[src/rtl/tick_gen_pkg.sv]
package tick_gen_pkg;

   localparam int PRE_SEL_W = 2;
   localparam int PRE_CNT_W = 4;

   // terminal count (ratio - 1) of the prescale stage for each code
   function automatic logic [PRE_CNT_W-1:0] pre_last(input logic [PRE_SEL_W-1:0] code);
      case (code)
         2'd0:    return 4'd0;
         2'd1:    return 4'd2;
         2'd2:    return 4'd3;
         default: return 4'd12;
      endcase
   endfunction

endpackage

[src/rtl/tick_sel_hold.sv]
module tick_sel_hold #(
   parameter int W             = 2,
   parameter bit KEEP_ON_RESET = 1'b0
) (
   input  logic         clk,
   input  logic         rst_n,
   input  logic [W-1:0] d,
   output logic [W-1:0] q,
   output logic         chg
);

   generate
      if (W < 1) begin : g_bad_width
         $error("tick_sel_hold: W must be at least 1");
      end

      if (KEEP_ON_RESET) begin : g_keep
         always_ff @(posedge clk) begin
            q <= d;
         end
      end else begin : g_clear
         always_ff @(posedge clk or negedge rst_n) begin
            if (!rst_n) q <= '0;
            else        q <= d;
         end
      end
   endgenerate

   assign chg = rst_n && (d != q);

endmodule

[src/rtl/tick_stage_div.sv]
module tick_stage_div #(
   parameter int CNT_W = 4
) (
   input  logic             clk,
   input  logic             rst_n,
   input  logic             adv,
   input  logic             restart,
   input  logic [CNT_W-1:0] last,
   output logic             wrap
);

   generate
      if (CNT_W < 1) begin : g_bad_cnt
         $error("tick_stage_div: CNT_W must be at least 1");
      end
   endgenerate

   logic [CNT_W-1:0] cnt;
   logic             at_last;

   assign at_last = (cnt == last);

   always_ff @(posedge clk or negedge rst_n) begin
      if (!rst_n) begin
         cnt <= '0;
      end else if (restart) begin
         cnt <= '0;
      end else if (adv) begin
         cnt <= at_last ? '0 : cnt + 1'b1;
      end
   end

   assign wrap = adv && !restart && at_last;

endmodule

[src/rtl/tick_out_stage.sv]
module tick_out_stage #(
   parameter int N          = 2,
   parameter bit REGISTERED = 1'b1
) (
   input  logic         clk,
   input  logic         rst_n,
   input  logic [N-1:0] d,
   output logic [N-1:0] q
);

   generate
      if (N < 1) begin : g_bad_n
         $error("tick_out_stage: N must be at least 1");
      end

      if (REGISTERED) begin : g_reg
         always_ff @(posedge clk or negedge rst_n) begin
            if (!rst_n) q <= '0;
            else        q <= d;
         end
      end else begin : g_comb
         assign q = rst_n ? d : '0;
      end
   endgenerate

endmodule

[src/rtl/serial_tick_gen.sv]
module serial_tick_gen
   import tick_gen_pkg::*;
#(
   parameter int RATE_SEL_W  = 3,
   parameter int TX_DIV_LOG2 = 4,
   parameter bit OUT_REG     = 1'b1
) (
   input  logic                  clk,
   input  logic                  rst_n,
   input  logic [PRE_SEL_W-1:0]  pre_sel,
   input  logic [RATE_SEL_W-1:0] rate_sel,
   output logic                  rx_tick,
   output logic                  tx_tick
);

   localparam int RATE_CNT_W = (1 << RATE_SEL_W) - 1;

   generate
      if (RATE_SEL_W < 1 || RATE_SEL_W > 5) begin : g_bad_rate_w
         $error("serial_tick_gen: RATE_SEL_W must be 1..5");
      end
      if (TX_DIV_LOG2 < 1 || TX_DIV_LOG2 > 8) begin : g_bad_tx_div
         $error("serial_tick_gen: TX_DIV_LOG2 must be 1..8");
      end
   endgenerate

   // select capture: prescale code clears, rate code survives reset
   logic [PRE_SEL_W-1:0]  pre_q;
   logic                  pre_chg;
   logic [RATE_SEL_W-1:0] rate_q;
   logic                  rate_chg;

   tick_sel_hold #(.W(PRE_SEL_W), .KEEP_ON_RESET(1'b0)) u_pre_hold (
      .clk   (clk),
      .rst_n (rst_n),
      .d     (pre_sel),
      .q     (pre_q),
      .chg   (pre_chg)
   );

   tick_sel_hold #(.W(RATE_SEL_W), .KEEP_ON_RESET(1'b1)) u_rate_hold (
      .clk   (clk),
      .rst_n (rst_n),
      .d     (rate_sel),
      .q     (rate_q),
      .chg   (rate_chg)
   );

   // stage 1: prescaler, advances every bus cycle
   logic [PRE_CNT_W-1:0] pre_last_cnt;
   logic                 pre_tick;

   assign pre_last_cnt = pre_last(pre_q);

   tick_stage_div #(.CNT_W(PRE_CNT_W)) u_pre_div (
      .clk     (clk),
      .rst_n   (rst_n),
      .adv     (1'b1),
      .restart (pre_chg),
      .last    (pre_last_cnt),
      .wrap    (pre_tick)
   );

   // stage 2: binary submultiple, advances on prescaler ticks
   logic [RATE_CNT_W-1:0] rate_one;
   logic [RATE_CNT_W-1:0] rate_last_cnt;
   logic                  rx_tick_c;

   assign rate_one      = {{(RATE_CNT_W-1){1'b0}}, 1'b1};
   assign rate_last_cnt = (rate_one << rate_q) - rate_one;

   tick_stage_div #(.CNT_W(RATE_CNT_W)) u_rate_div (
      .clk     (clk),
      .rst_n   (rst_n),
      .adv     (pre_tick),
      .restart (rate_chg),
      .last    (rate_last_cnt),
      .wrap    (rx_tick_c)
   );

   // stage 3: fixed 1x divider, never restarted by code changes
   logic [TX_DIV_LOG2-1:0] tx_last_cnt;
   logic                   tx_tick_c;

   assign tx_last_cnt = '1;

   tick_stage_div #(.CNT_W(TX_DIV_LOG2)) u_tx_div (
      .clk     (clk),
      .rst_n   (rst_n),
      .adv     (rx_tick_c),
      .restart (1'b0),
      .last    (tx_last_cnt),
      .wrap    (tx_tick_c)
   );

   logic [1:0] ticks_q;

   tick_out_stage #(.N(2), .REGISTERED(OUT_REG)) u_out (
      .clk   (clk),
      .rst_n (rst_n),
      .d     ({tx_tick_c, rx_tick_c}),
      .q     (ticks_q)
   );

   assign rx_tick = ticks_q[0];
   assign tx_tick = ticks_q[1];

endmodule

[config.mk]
export PLATFORM = sky130hd
export DESIGN_NAME = serial_tick_gen
export DESIGN_NICKNAME = d
export VERILOG_FILES = /design/src/rtl/tick_gen_pkg.sv /design/src/rtl/tick_sel_hold.sv /design/src/rtl/tick_stage_div.sv /design/src/rtl/tick_out_stage.sv /design/src/rtl/serial_tick_gen.sv
export SDC_FILE = /design/constraint.sdc
export NUM_CORES = 1
export LEC_CHECK = 0
export ABC_AREA = 0
export CAP_MARGIN = 15
export CORE_MARGIN = 3
export CORE_UTILIZATION = 50
export CTS_BUF_LIST = sky130_fd_sc_hd__clkbuf_4 sky130_fd_sc_hd__clkbuf_8 sky130_fd_sc_hd__clkbuf_16
export DETAILED_ROUTE_END_ITERATION = 8
export PLACE_DENSITY_LB_ADDON = 0.12
export SLEW_MARGIN = 20
export SYNTH_ARGS = -nofsm -noshare
export SYNTH_HDL_FRONTEND = slang
export SYNTH_HIERARCHICAL = 1
export SYNTH_SLANG_ARGS = --single-unit
[constraint.sdc]
create_clock -name clk -period 8.47 [get_ports clk]
set_clock_uncertainty 0.15 [all_clocks]
set_input_delay 1.694 -clock clk [delete_from_list [all_inputs] [get_ports clk]]
set_output_delay 1.694 -clock clk [all_outputs]
set_load 0.01 [all_outputs]
==> flow_summary.json <==
{
  "design.final.nets": 158,
  "worstPathRequired_ns": 8.52,
  "period_share": 0.473,
  "netlist_top_cells_area": "dfrtp_1, xor2_1, ha_1, xnor2_1, dfxtp_1",
  "yosysSeqAreaShare": 0.405,
  "cp-start-kind": "input pin",
  "synth_top_family_by_area": "simple AND/OR/NAND/NOR gates",
  "crit-reg2reg-capture": "u_tx_div/cnt[2]$_DFFE_PN0P_",
  "io_buffer_count": 8,
  "mostFrequentLayoutCell": "dfrtp_1",
  "cts.sinks": 22,
  "timing.hold.worst_endpoint": "u_rate_div/cnt[6]$_DFFE_PN0P_",
  "mostFrequentLayoutCells": "dfrtp_1, xor2_1, conb_1",
  "numCtsBuffers": 3,
  "power.leakage_nw": 0.696,
  "postCtsSetupRepairBufs": 0,
  "worst_skew_pair.late_latency_ns": 0.30,
  "drt_pass1_iterations": 5,
  "synth.top_cell.area_share": 0.360,
  "post-synth-top-area-cell": "dfrtp_1",
  "worst_hold_startpoint": "u_rate_div/cnt[6]$_DFFE_PN0P_",
  "cts_hold_buffers": 0,
  "max_cap_violations": 0,
  "synthAdderAreaFrac": 0.0473,
  "ratio_of_total_power_to_cell_area_nw_per_um2": 135,
  "worstSetupPathType": "in2reg",
  "finalSetupViolCount": 0,
  "largest_net_degree_at_the_start_of_global_routing": 22,
  "power.total_mw": 0.203,
  "synth_enable_flop_cells": 0,
  "count_of_yosys_warnings_during_synthesis": 6,
  "die-area_sq_um": 3300,
  "grt_antenna_before_repair": 0,
  "timing.reg2reg.worst_path_depth": 10,
  "synth-main-ff-cell": "dfrtp_1",
  "1st_iter_drt_viols": 45,
  "clockRootBuffer": "clkbuf_4",
  "synthMuxAreaShare": 0.0322,
  "worst_setup_hold_path_clk_slew_ns": 0.11,
  "synth_simple_gate_area_share": 0.183,
  "relSlewSlack": 0.576,
  "critical-path-max-stage-delay_ns": 0.57,
  "timing.fmax_mhz": 250,
  "routedWlPerCell_um": 12.4,
  "antenna_cells": 0,
  "crit_path_max_fanout": 21,
  "min_path_type": "reg2reg",
  "vias": 930,
  "drt_drc_violations_left": 0,
  "floorplan.die.height_um": 57.4,
  "detail_route.wirelength_um": 2160,
  "grt_usage": 0.152,
  "via_count_of_the_first_global_routing_pass": 932,
  "place_congestion": 0.772,
  "ant_nets": 0,
  "dieWidth_um": 57.4,
  "syn_area_sq_um": 1320,
  "drive_gt1_frac": 0.131,
  "h-tree-depth": 1,
  "ir_worst_vdd_mv": 0.0949,
  "yosys.area_share.xor_xnor": 0.166,
  "status": "finished clean",
  "synth-compound-area-share": 0.136,
  "post_cts.resized_instances": 0,
  "postLayoutSetupSlackWorst_ns": 4.47,
  "timing.critical_path.arrival_ns": 4.05,
  "core-area_sq_um": 2500,
  "r2r_slack_ns": 5.30,
  "detail_routed_via_count_per_cell": 5.31,
  "ios": 9,
  "period_minus_slack_ns": 4.00,
  "areaGrowthSynthToFinish_pct": 13.9,
  "dpl.hpwl_um": 1630,
  "slowest_cell_on_the_critical_path": "nor3b_2",
  "row_count": 18,
  "crit-reg2reg-launch": "u_pre_hold/q[0]$_DFF_PN0_",
  "grt_setup_unrepaired": "false",
  "crit_chain": "clkdlybuf4s50_1 -> buf_4 -> a21boi_1 -> and3b_1 -> nor3b_2 -> nand2_1 -> mux2_2 -> o32ai_1",
  "globalRoute.totalOverflow": 0,
  "grt_first_pass_wirelength_um": 3970,
  "syn_inst": 125,
  "tightest_slew_ns": 0.634,
  "synth_seq_cells": 22,
  "pre_cts_slack_ns": 3.69,
  "hold_path_depth": 1,
  "async_flop_share": 0.864,
  "timing.critical_path.to_type": "flip-flop",
  "tns_ns": 0,
  "finalMaxSlewViolations": 0,
  "syn_avg_cell_area_sq_um": 10.6,
  "floorplan.initialDensity": 0.529,
  "cts_tree": "done",
  "hold_viol": 0,
  "clk_path_buf_depth": 2,
  "synth_cell_types": 35
}
==> report_power, final <==
group          internal (mW)  leakage, nW  switching (mW)
Combinational         0.0172        0.393          0.0186
Clock                 0.0215       0.0184          0.0290
Sequential             0.110        0.284         0.00735
==> layout make-up <==
cell class / count / area (sq um)
fill: 218 / 995
tap: 30 / 37.5
timing repair buffer: 9 / 87.6
sequential: 22 / 536
multi-input combinational: 106 / 800
inverter: 4 / 15.0
clock buffer: 4 / 30.0
==> worst max-delay path, delay by kind of cell <==
| family | cells | cell delay, ns |
|---|---|---|
| compound gates | 2 | 0.45 |
| buf+inv | 2 | 0.61 |
| mux | 1 | 0.28 |
| simple gates | 3 | 1.00 |
==> cell usage after synthesis, types with 2 or more instances <==
cell and count:
a2111oi_2 2, a32o_1 5, and3b_1 2, buf_2 2
clkbuf_1 2, conb_1 2, dfrtp_1 19, dfxtp_1 3
ha_1 5, inv_1 4, mux2_2 2, mux2i_1 2
nand2_1 8, nand2b_1 4, nand3_1 5, nand3b_1 2
nor2_1 8, nor3b_1 2, nor4_2 3, o22ai_1 2
o32ai_1 4, xnor2_1 7, xor2_1 18
==> logic make-up (layout without fill, tap and decap cells) <==
| family | count (synthesis) | count (layout) |
|---|---|---|
| buffers and inverters | 8 | 17 |
| other | 2 | 13 |
| adders and majority gates | 5 | 5 |
| muxes | 4 | 4 |
| DFF | 22 | 22 |
| and+or+nand+nor | 40 | 40 |
| AOI/OAI and AO/OA | 19 | 19 |
| xor gates and xnor gates | 25 | 25 |
==> per-layer routing <==
metal / track usage / wire [um] / part of all wire
met1: 0.189 / 1010 / 0.46
met2: 0.261 / 1080 / 0.50
met3: 0.0294 / 63 / 0.029
met4: 0.0497 / 12 / 0.0055
met5: 0 / 0 / 0
==> how the worst max path moves through the flow <==
stage	start	to	slack, ns	cells past startpoint
after floorplan	pre_sel[0]	u_tx_div/cnt[2]$_DFFE_PN0P_	5.05	8
final	rst_n	u_tx_div/cnt[2]$_DFFE_PN0P_	4.47	8
after global routing	rst_n	u_tx_div/cnt[2]$_DFFE_PN0P_	4.31	8
after global placement	rst_n	u_tx_div/cnt[2]$_DFFE_PN0P_	3.90	8
after CTS	rst_n	u_tx_div/cnt[2]$_DFFE_PN0P_	4.05	8
after detailed placement	rst_n	u_tx_div/cnt[2]$_DFFE_PN0P_	3.69	8
==> flip-flops by register name (all words and copies together), names as in the netlist <==
signal and count:
u_rate_div/cnt 7, u_pre_div/cnt 4, u_pre_hold/q 2, u_tx_div/cnt 4, u_rate_hold/q 3, u_out/q 2
==> per-stage QoR <==
step | hold WS (ns) | area (sq um) | utilization | std cells
CTS | 0.419 | 1500 | 0.600 | 175
floorplan | 0.374 | 1360 | - | 136
global placement | 0.408 | 1470 | 0.588 | 171
finish | 0.415 | 1510 | 0.602 | 175
detailed placement | 0.393 | 1470 | 0.588 | 171
global route | 0.468 | 1510 | 0.602 | 175
Note: power is estimated with default switching activity, not from simulation.
